## src/rtl/spit_pkg.sv

```systemverilog
// Shared types for the SPI target: the per-cycle event bundle that the
// edge decoder hands to the shifter and the top level.
package spit_pkg;

    typedef struct packed {
        logic sel_act;   // select asserted (synchronized)
        logic sel_fall;  // select became asserted this cycle
        logic lead;      // leading serial clock edge while selected
        logic trail;     // trailing serial clock edge while selected
        logic sample;    // capture a data-in bit this cycle
        logic drive;     // advance the data-out bit this cycle
        logic mosi;      // synchronized data-in level
    } spit_evt_t;

endpackage

```

## src/rtl/spit_sync.sv

```systemverilog
// spit_sync: multi-stage flop synchronizer for a bundle of asynchronous
// single-bit inputs.
// Assumes STAGES >= 2 and that each bit is independent (no bus coherency).
module spit_sync #(
    parameter int              WIDTH   = 1,
    parameter int              STAGES  = 2,
    parameter logic [WIDTH-1:0] RST_VAL = '0
) (
    input  logic             clk,
    input  logic             rst_n,
    input  logic [WIDTH-1:0] d,
    output logic [WIDTH-1:0] q
);
    logic [STAGES-1:0][WIDTH-1:0] stage_q;

    // Shift the raw inputs through the synchronizer chain.
    always_ff @(posedge clk) begin
        if (!rst_n) stage_q <= {STAGES{RST_VAL}};
        else        stage_q <= {stage_q[STAGES-2:0], d};
    end

    assign q = stage_q[STAGES-1];
endmodule

```

## src/rtl/spit_edges.sv

```systemverilog
// spit_edges: finds serial clock and select edges in the system clock
// domain and maps them onto sample/drive strobes for the selected mode.
// Assumes its inputs are already synchronized and that the serial clock
// half period spans at least two system clocks.
module spit_edges
    import spit_pkg::*;
(
    input  logic      clk,
    input  logic      rst_n,
    input  logic      sck_pol,
    input  logic      sck_pha,
    input  logic      sck_s,
    input  logic      mosi_s,
    input  logic      sel_n_s,
    output spit_evt_t evt
);
    logic sck_q;
    logic sel_n_q;
    logic rise;
    logic fall;
    logic lead_raw;
    logic trail_raw;

    // Hold the previous synchronized levels for edge detection.
    always_ff @(posedge clk) begin
        if (!rst_n) begin
            sck_q   <= 1'b0;
            sel_n_q <= 1'b1;
        end else begin
            sck_q   <= sck_s;
            sel_n_q <= sel_n_s;
        end
    end

    // Decode edges into the mode-dependent strobes.
    always_comb begin
        rise          = sck_s & ~sck_q;
        fall          = ~sck_s & sck_q;
        lead_raw      = sck_pol ? fall : rise;
        trail_raw     = sck_pol ? rise : fall;
        evt.sel_act   = ~sel_n_s;
        evt.sel_fall  = sel_n_q & ~sel_n_s;
        evt.lead      = lead_raw & ~sel_n_s;
        evt.trail     = trail_raw & ~sel_n_s;
        evt.sample    = sck_pha ? evt.trail : evt.lead;
        evt.drive     = sck_pha ? evt.lead : evt.trail;
        evt.mosi      = mosi_s;
    end
endmodule

```

## src/rtl/spit_shifter.sv

```systemverilog
// spit_shifter: transmit and receive shift registers with the bit counter.
// Reports busy while a byte is under way (bit count non-zero or between a
// leading and trailing edge) so the load logic can wait for a clean point.
// Assumes the mode inputs stay constant while select is asserted.
module spit_shifter
    import spit_pkg::*;
#(
    parameter int DATA_W = 8
) (
    input  logic              clk,
    input  logic              rst_n,
    input  logic              sck_pha,
    input  spit_evt_t         evt,
    input  logic              load,
    input  logic [DATA_W-1:0] load_val,
    output logic              busy,
    output logic              done,
    output logic [DATA_W-1:0] rx_word,
    output logic              miso_bit
);
    localparam int CNT_W = (DATA_W > 2) ? $clog2(DATA_W) : 1;
    localparam logic [CNT_W-1:0] LAST = CNT_W'(DATA_W - 1);

    logic [DATA_W-1:0] tx_q;
    logic [DATA_W-1:0] rx_q;
    logic [CNT_W-1:0]  cnt_q;
    logic              half_q;
    logic              out_q;

    // Byte is in progress between its first edge and its completion.
    assign busy     = (cnt_q != '0) | half_q | evt.lead;
    assign done     = evt.sample & (cnt_q == LAST);
    assign rx_word  = {rx_q[DATA_W-2:0], evt.mosi};
    assign miso_bit = sck_pha ? out_q : tx_q[DATA_W-1];

    // Transmit shifting and load from the holding register.
    always_ff @(posedge clk) begin
        if (!rst_n) begin
            tx_q  <= '0;
            out_q <= 1'b0;
        end else if (load) begin
            tx_q  <= load_val;
            out_q <= load_val[DATA_W-1];
        end else if (evt.drive) begin
            tx_q  <= {tx_q[DATA_W-2:0], 1'b0};
            out_q <= tx_q[DATA_W-1];
        end
    end

    // Receive shifting, bit counting and the leading/trailing phase flag.
    always_ff @(posedge clk) begin
        if (!rst_n) begin
            rx_q   <= '0;
            cnt_q  <= '0;
            half_q <= 1'b0;
        end else if (!evt.sel_act) begin
            cnt_q  <= '0;
            half_q <= 1'b0;
        end else begin
            if (evt.sample) begin
                rx_q  <= rx_word;
                cnt_q <= (cnt_q == LAST) ? '0 : cnt_q + 1'b1;
            end
            if (evt.lead)       half_q <= 1'b1;
            else if (evt.trail) half_q <= 1'b0;
        end
    end


    cnt_clear_chk: assert property (@(posedge clk) disable iff (!rst_n)
        !evt.sel_act |=> (cnt_q == '0));


    cnt_range_chk: assert property (@(posedge clk) disable iff (!rst_n)
        (cnt_q == LAST) && evt.sample |=> (cnt_q == '0));
endmodule

```

## src/rtl/spi_target.sv

```systemverilog
// spi_target: 8-bit SPI target with a one-byte transmit holding register
// and a receive register with a completion pulse.
// Assumes the serial clock runs below a quarter of clk and that sck_pol and
// sck_pha change only while select is released.
module spi_target
    import spit_pkg::*;
#(
    parameter int   DATA_W      = 8,
    parameter int   SYNC_STAGES = 2,
    parameter logic MISO_IDLE   = 1'b1
) (
    input  logic              clk,
    input  logic              rst_n,
    input  logic              sck_pol,
    input  logic              sck_pha,
    input  logic              sck_in,
    input  logic              mosi_in,
    input  logic              sel_n_in,
    output logic              miso_out,
    output logic              miso_oe,
    input  logic              wr_en,
    input  logic [DATA_W-1:0] wr_data,
    output logic              tx_full,
    output logic [DATA_W-1:0] rx_data,
    output logic              rx_irq
);
    localparam int SYNC_W = 3;

    logic [SYNC_W-1:0] pins_s;
    spit_evt_t         evt;
    logic [DATA_W-1:0] hold_q;
    logic              full_q;
    logic              load;
    logic              busy;
    logic              done;
    logic [DATA_W-1:0] rx_word;
    logic              miso_bit;
    logic [DATA_W-1:0] rx_q;
    logic              irq_q;

    spit_sync #(
        .WIDTH  (SYNC_W),
        .STAGES (SYNC_STAGES),
        .RST_VAL(3'b100)
    ) u_sync (
        .clk  (clk),
        .rst_n(rst_n),
        .d    ({sel_n_in, mosi_in, sck_in}),
        .q    (pins_s)
    );

    spit_edges u_edges (
        .clk    (clk),
        .rst_n  (rst_n),
        .sck_pol(sck_pol),
        .sck_pha(sck_pha),
        .sck_s  (pins_s[0]),
        .mosi_s (pins_s[1]),
        .sel_n_s(pins_s[2]),
        .evt    (evt)
    );

    spit_shifter #(.DATA_W(DATA_W)) u_shift (
        .clk     (clk),
        .rst_n   (rst_n),
        .sck_pha (sck_pha),
        .evt     (evt),
        .load    (load),
        .load_val(hold_q),
        .busy    (busy),
        .done    (done),
        .rx_word (rx_word),
        .miso_bit(miso_bit)
    );

    // Shifter takes the held byte on every selection or when idle and pending.
    assign load = evt.sel_fall | (evt.sel_act & ~busy & full_q);

    // Holding register and its full flag; a write wins over a same-cycle load.
    always_ff @(posedge clk) begin
        if (!rst_n) begin
            hold_q <= '0;
            full_q <= 1'b0;
        end else if (wr_en) begin
            hold_q <= wr_data;
            full_q <= 1'b1;
        end else if (load) begin
            full_q <= 1'b0;
        end
    end

    // Receive register and completion pulse.
    always_ff @(posedge clk) begin
        if (!rst_n) begin
            rx_q  <= '0;
            irq_q <= 1'b0;
        end else begin
            irq_q <= done;
            if (done) rx_q <= rx_word;
        end
    end

    assign tx_full  = full_q;
    assign rx_data  = rx_q;
    assign rx_irq   = irq_q;
    assign miso_oe  = evt.sel_act;
    assign miso_out = evt.sel_act ? miso_bit : MISO_IDLE;


    irq_pulse_chk: assert property (@(posedge clk) disable iff (!rst_n)
        rx_irq |=> !rx_irq);


    rx_update_chk: assert property (@(posedge clk) disable iff (!rst_n)
        !$stable(rx_data) |-> rx_irq);


    full_fall_chk: assert property (@(posedge clk) disable iff (!rst_n)
        $fell(tx_full) |-> $past(evt.sel_act));


    irq_sel_chk: assert property (@(posedge clk) disable iff (!rst_n)
        rx_irq |-> $past(evt.sel_act));
endmodule

```

## config.mk

```make
export PLATFORM = sky130hd
export DESIGN_NAME = spi_target
export DESIGN_NICKNAME = d
export VERILOG_FILES = /design/src/rtl/spit_pkg.sv /design/src/rtl/spit_sync.sv /design/src/rtl/spit_edges.sv /design/src/rtl/spit_shifter.sv /design/src/rtl/spi_target.sv
export SDC_FILE = /design/constraint.sdc
export NUM_CORES = 1
export LEC_CHECK = 0
export BUFFER_PORTS_ARGS = -buffer_cell sky130_fd_sc_hd__buf_2
export CORE_AREA = 10 10 79 68
export DETAILED_ROUTE_END_ITERATION = 7
export DIE_AREA = 0 0 89 78
export GPL_TIMING_DRIVEN = 0
export PLACE_DENSITY = 0.72
export SLEW_MARGIN = 5
export SYNTH_ARGS = -nofsm -noshare
export SYNTH_HDL_FRONTEND = slang
export SYNTH_SLANG_ARGS = --single-unit
```

## constraint.sdc

```tcl
create_clock -name clk -period 1.44 [get_ports clk]
set_input_delay 0.072 -clock clk [delete_from_list [all_inputs] [get_ports clk]]
set_output_delay 0.072 -clock clk [all_outputs]
set_load 0.02 [all_outputs]
```

* After elaboration in Yosys (flattened, before gate mapping) *
Cells that the tools add are included.

storage, ports and cells
  word-level logic and storage cells = 52
  output and inout bits = 12
  register bits after elaboration = 46
  input port bits = 16

cells by class
  add/sub/neg operators = 1
  eq/ne operators = 1
  reductions and logical operators = 6
  multiplexer cells = 15
  bitwise operators = 16

operators by type and width
  kind                                                           count
  8-bit 2-to-1 mux                                               2
  1-bit 2-to-1 mux                                               12
  1-bit AND                                                      8
  2-bit nonzero test                                             3
  1-bit NOT                                                      5
  3-bit by 1-bit adder with 3-bit output, second input constant  1
  3-bit == test, second input constant                           1
  3-bit 2-to-1 mux                                               1
  1-bit OR                                                       3
  3-bit nonzero test                                             1
  2-bit AND reduction                                            1
  2-bit OR reduction                                             1

* Longest topological paths before layout *
  depth in word-level cells = 11
  gate-level depth with buffers = 7
  mapped depth without buffers = 6

* By module *
From an unflattened synthesis, not the netlist that was laid out.

second synthesis, totals
  cell total of the unflattened synthesis = 187
  area total of the unflattened synthesis = 1991.9 um^2

modules (own cells, without submodules)
  module        instances  area an instance (um^2)  sequential area each (um^2)  cells an instance
  spit_shifter  1          949.7                    400.4                        95
  spi_target    1          704.4                    360.3                        59
  spit_sync     1          180.2                    120.1                        15
  spit_edges    1          157.7                    40.0                         18

* Worst setup path after synthesis *
Ideal clock, no wire load.

  kind = flip-flop to flip-flop
  start = register full_q, in the netlist tx_full
  end = register full_q, in the netlist tx_full
  slack = -53 ps
  clock period less this slack = 1493 ps
  arrival time = 1366 ps
  data required time = 1312 ps
  cell stages (with the launch flop) = 6
  path buffers = 1
  library setup time = 128 ps
  cells stage by stage = dfxtp_1 > nor4bb_1 > a41oi_2 > buf_6 > a21oi_1 > nor2_1

between the ends
  longest elaborated chain between the ends = 3

RTL lines
  element                       line              text
  from (decl)                   spi_target.sv:32  logic full_q;
  from (signal assigned)        spi_target.sv:83  full_q <= 1'b0;
  from (signal assigned)        spi_target.sv:86  full_q <= 1'b1;
  from (signal assigned)        spi_target.sv:88  full_q <= 1'b0;
  1-bit AND                     spi_target.sv:77  assign load = evt.sel_fall | (evt.sel_act & ~busy & full_q);
  1-bit OR                      spi_target.sv:77
  2-bit nonzero test (no line)  -

No other way between the ends.
A chain may end at the register's enable or synchronous reset.

* Worst setup path in the final report *
  start = register u_sync.stage_q, in the netlist u_sync.q[0]
  end = register u_shift.tx_q[0]

between the ends
  longest elaborated chain between the ends = 10
  elaborated cells on any way between the ends = 15
  classes of those cells = mux (4); bitwise (10); reduce/logical (1)

RTL lines
  element                                                        line                text
  from (decl)                                                    spit_sync.sv:14     logic [STAGES-1:0][WIDTH-1:0] stage_q;
  from (signal assigned)                                         spit_sync.sv:18     if (!rst_n) stage_q <= {STAGES{RST_VAL}};
  from (signal assigned)                                         spit_sync.sv:19     else stage_q <= {stage_q[STAGES-2:0], d};
  1-bit NOT                                                      spit_edges.sv:38    fall = ~sck_s & sck_q;
  1-bit AND                                                      spit_edges.sv:38
  1-bit 2-to-1 mux                                               spit_edges.sv:39    lead_raw = sck_pol ? fall : rise;
  1-bit AND                                                      spit_edges.sv:43    evt.lead = lead_raw & ~sel_n_s;
  1-bit OR                                                       spit_shifter.sv:31  assign busy = (cnt_q != '0) | half_q | evt.lead;
  1-bit NOT                                                      spi_target.sv:77
  1-bit AND (2 in series)                                        spi_target.sv:77
  1-bit OR                                                       spi_target.sv:77
  8-bit 2-to-1 mux / 2-bit nonzero test (equally long branches)  -
  to (signal assigned)                                           spit_shifter.sv:42  tx_q <= load_val;
  to (signal assigned)                                           spit_shifter.sv:45  tx_q <= {tx_q[DATA_W-2:0], 1'b0};
  to (decl)                                                      spit_shifter.sv:24  logic [DATA_W-1:0] tx_q;

Parallel ways exist; a longest one is shown, timed or not.

==> run metrics <==
status=finished, violations left; failing checks=setup timing; post-synthesis cell count=about 190; DP HPWL=2530 µm; Syn Nets=roughly 210; CP max stage cell=or3b_4; vias in the first global route=between 1000 and 1500; Die Y-Extent=78 µm; placer congestion estimate=0.793; post-synth top area share=0.501; Synth area leader=dfxtp_1; commonest non-fill, non-tap cell in the layout=dfxtp_1; slew margin rel.=0.556; largest net degree at the start of global routing=14; Pleak=0.992 nW; total CTS buffers=5; DRT iter0 DRCs=52; starting density of the core=0.469; Synth cell types=28; Tightest Hold Check Type=input pin to flip-flop; clk_skew=0.00904 ns; share of layout cells above drive strength 1=0.318; Clock H-tree levels=2; slew of the pin with the lowest slew margin=between 0.6 and 0.7 ns; Vias/cell=5.06; startpoint types=flip-flop; total design power=about 2.4 mW; placed instance area=2050 µm²; Syn. warnings=0; most frequent cells in the layout=dfxtp_1 (40), buf_2 (26), mux2i_1 (25); FF+latch area=a little over 900 µm²; first-pass GRT wire length=6310 µm; maximum vdd drop=0.000622 V; Synth Area per Inst=between 9 and 10 µm²; # setup viols final=17; Max Cap Viol=0; final hold vios=0; NumNets Final=254; Routed WL=4030 µm; clk sink count=46; Fillers=316; Post-Syn Area=about 1800 µm²; type of element capturing the critical path=flip-flop; Total GRT Usage=0.116; routed wire length per instance=14.3 µm; CP delay by family, top=simple AND/OR/NAND/NOR gates; Multi-input gate area=just under 1000 µm²; DRT Pass-1 Iters=4; pwr dens=982 nW/µm²; CP required=around 1.7 ns; via count=1426; worst-path maximum fanout=8; row cnt=21; Final Instance Area=~2400 µm²; worst path arrival time=approximately 1.8 ns; CP max stage delay=0.40 ns; DIE WIDTH=89 µm; WP buf/inv=2; CTS max path bufs=2; area of the core=3920 µm²; # IOs=28; Routed Antenna Nets=0; number of synthesized register bits=46; worst slack at placement=-0.223 ns; Seq/Total Area, Yosys=0.501; CP Class=flip-flop to flip-flop; Final Max Tran Viols=0; Post-Place Cells=260; initial antenna violation count=0; DRC=0; synth top area cells=dfxtp_1 (50%), mux2i_1 (14%), a21oi_1 (5.4%); RSZ-0062 raised after global routing=yes; FMAX=0.642 GHz; GR Overflow Total=0; Final min period=1.56 ns; crit path cell chain=or3b_4 > a41oi_4 > buf_12 > buf_8 > nand3_4 > a21oi_2; diodes inserted=0; Reg clk slew, reported paths=0.08 ns; CTS tree=done; die area=6940 µm²; clock latency on the worst-skew pair=0.30 ns; Buffers on Ports=26; Area Overhead vs Synth=31.3%; Root Buffer=clkbuf_8; final worst slack=-0.119 ns; Final Cycle Share=1.08; Final Non-Filler Cells=282; WHS=approximately 0.0021 ns
==> worst register-to-register path: stages (launching register included) <==
cell,delay [ns]
dfxtp_4,0.38
or3b_4,0.40
a41oi_4,0.25
buf_12,0.16
buf_8,0.13
nand3_4,0.06
a21oi_2,0.12
==> stage by stage <==
stage / utilization / setup TNS (ns)
floorplan: - / -0.000163
global placement: 0.523 / -4.36
detailed placement: 0.523 / -4.32
CTS: 0.577 / -0.781
global route: 0.616 / -2.64
finish: 0.616 / -1.02
==> metal layers <==
| metal | up-vias | GRT usage | routed length, µm |
|---|---|---|---|
| li1 | 749 | - | - |
| met1 | 635 | 0.146 | 1950 |
| met2 | 33 | 0.167 | 1750 |
| met3 | 9 | 0.0376 | 222 |
| met4 | 0 | 0.0698 | 106 |
| met5 | - | 0 | 0 |
==> repair_timing <==
| item | in CTS | in global routing |
|---|---|---|
| endpoints found under the setup margin | 30 | 29 |
| hold buffers | 3 | 0 |
| setup buffers | 5 | 5 |
| pin swaps | 4 | 7 |
| gates cloned | 1 | 0 |
| resized for setup | 14 | 37 |
| endpoints found under the hold margin | 3 | 0 |
==> report_power, final <==
group	internal [mW]	total (mW)	switching (mW)
Clock	0.387	0.787	0.401
Sequential	1.31	1.34	0.0261
Combinational	0.120	0.246	0.126
Total	1.82	2.37	0.553
==> worst paths after layout <==
kind / start / to / slack, ns / cells past startpoint
setup / recovery: u_sync.q[0] / u_shift.tx_q[0] / -0.12 / 6
hold / removal: wr_data[7] / hold_q[7] / 0.002 / 3
setup reg to reg: u_sync.q[0] / u_shift.tx_q[0] / -0.12 / 6
hold reg to reg: u_sync.stage_q[1] / u_sync.q[1] / 0.44 / 1
==> synthesized netlist by cell type <==
library cell / count
xnor2_2: 1
nand4_1: 2
nor4_1: 1
buf_1: 1
nor2_1: 9
a31oi_1: 1
nand2b_1: 5
a21oi_1: 20
nand3b_1: 1
mux2_4: 1
and2_1: 5
a41oi_2: 1
o21ai_0: 17
mux2i_4: 1
mux2i_1: 26
buf_6: 1
nor3b_1: 2
nor3_4: 1
inv_1: 4
nand2_1: 18
clkinv_1: 1
or3b_1: 1
nor4bb_1: 1
clkbuf_1: 7
nand3_1: 10
dfxtp_1: 46
nor2b_1: 1
ha_1: 3
==> state kept, by name (all words and copies together) (netlist names) <==
name and flops:
u_sync.stage_q 3, u_shift.half_q 1, rx_irq 1, rx_data 8, u_shift.cnt_q 3, u_shift.out_q 1, u_shift.tx_q 8, tx_full 1
u_edges.sck_q 1, hold_q 8, u_sync.q 3, u_edges.sel_n_q 1, u_shift.rx_q 7
==> cell type report <==
type                            instances  share of cell area
Tap cell                               46              0.0239
Timing Repair Buffer                   40               0.122
Clock inverter                          1             0.00207
Multi-Input combinational cell        128               0.399
Buffer                                  9              0.0218
Inverter                                5             0.00778
Sequential cell                        46               0.387
Clock buffer                            7              0.0358
==> logic make-up after synthesis <==
group	share of synthesized area
DFF	0.501
and+or+nand+nor	0.161
buffers and inverters	0.0327
muxes	0.162
adders and majority gates	0.0204
AOI/OAI and AO/OA	0.113
xor gates and xnor gates	0.00886
Note: power is estimated with default switching activity, not from simulation.
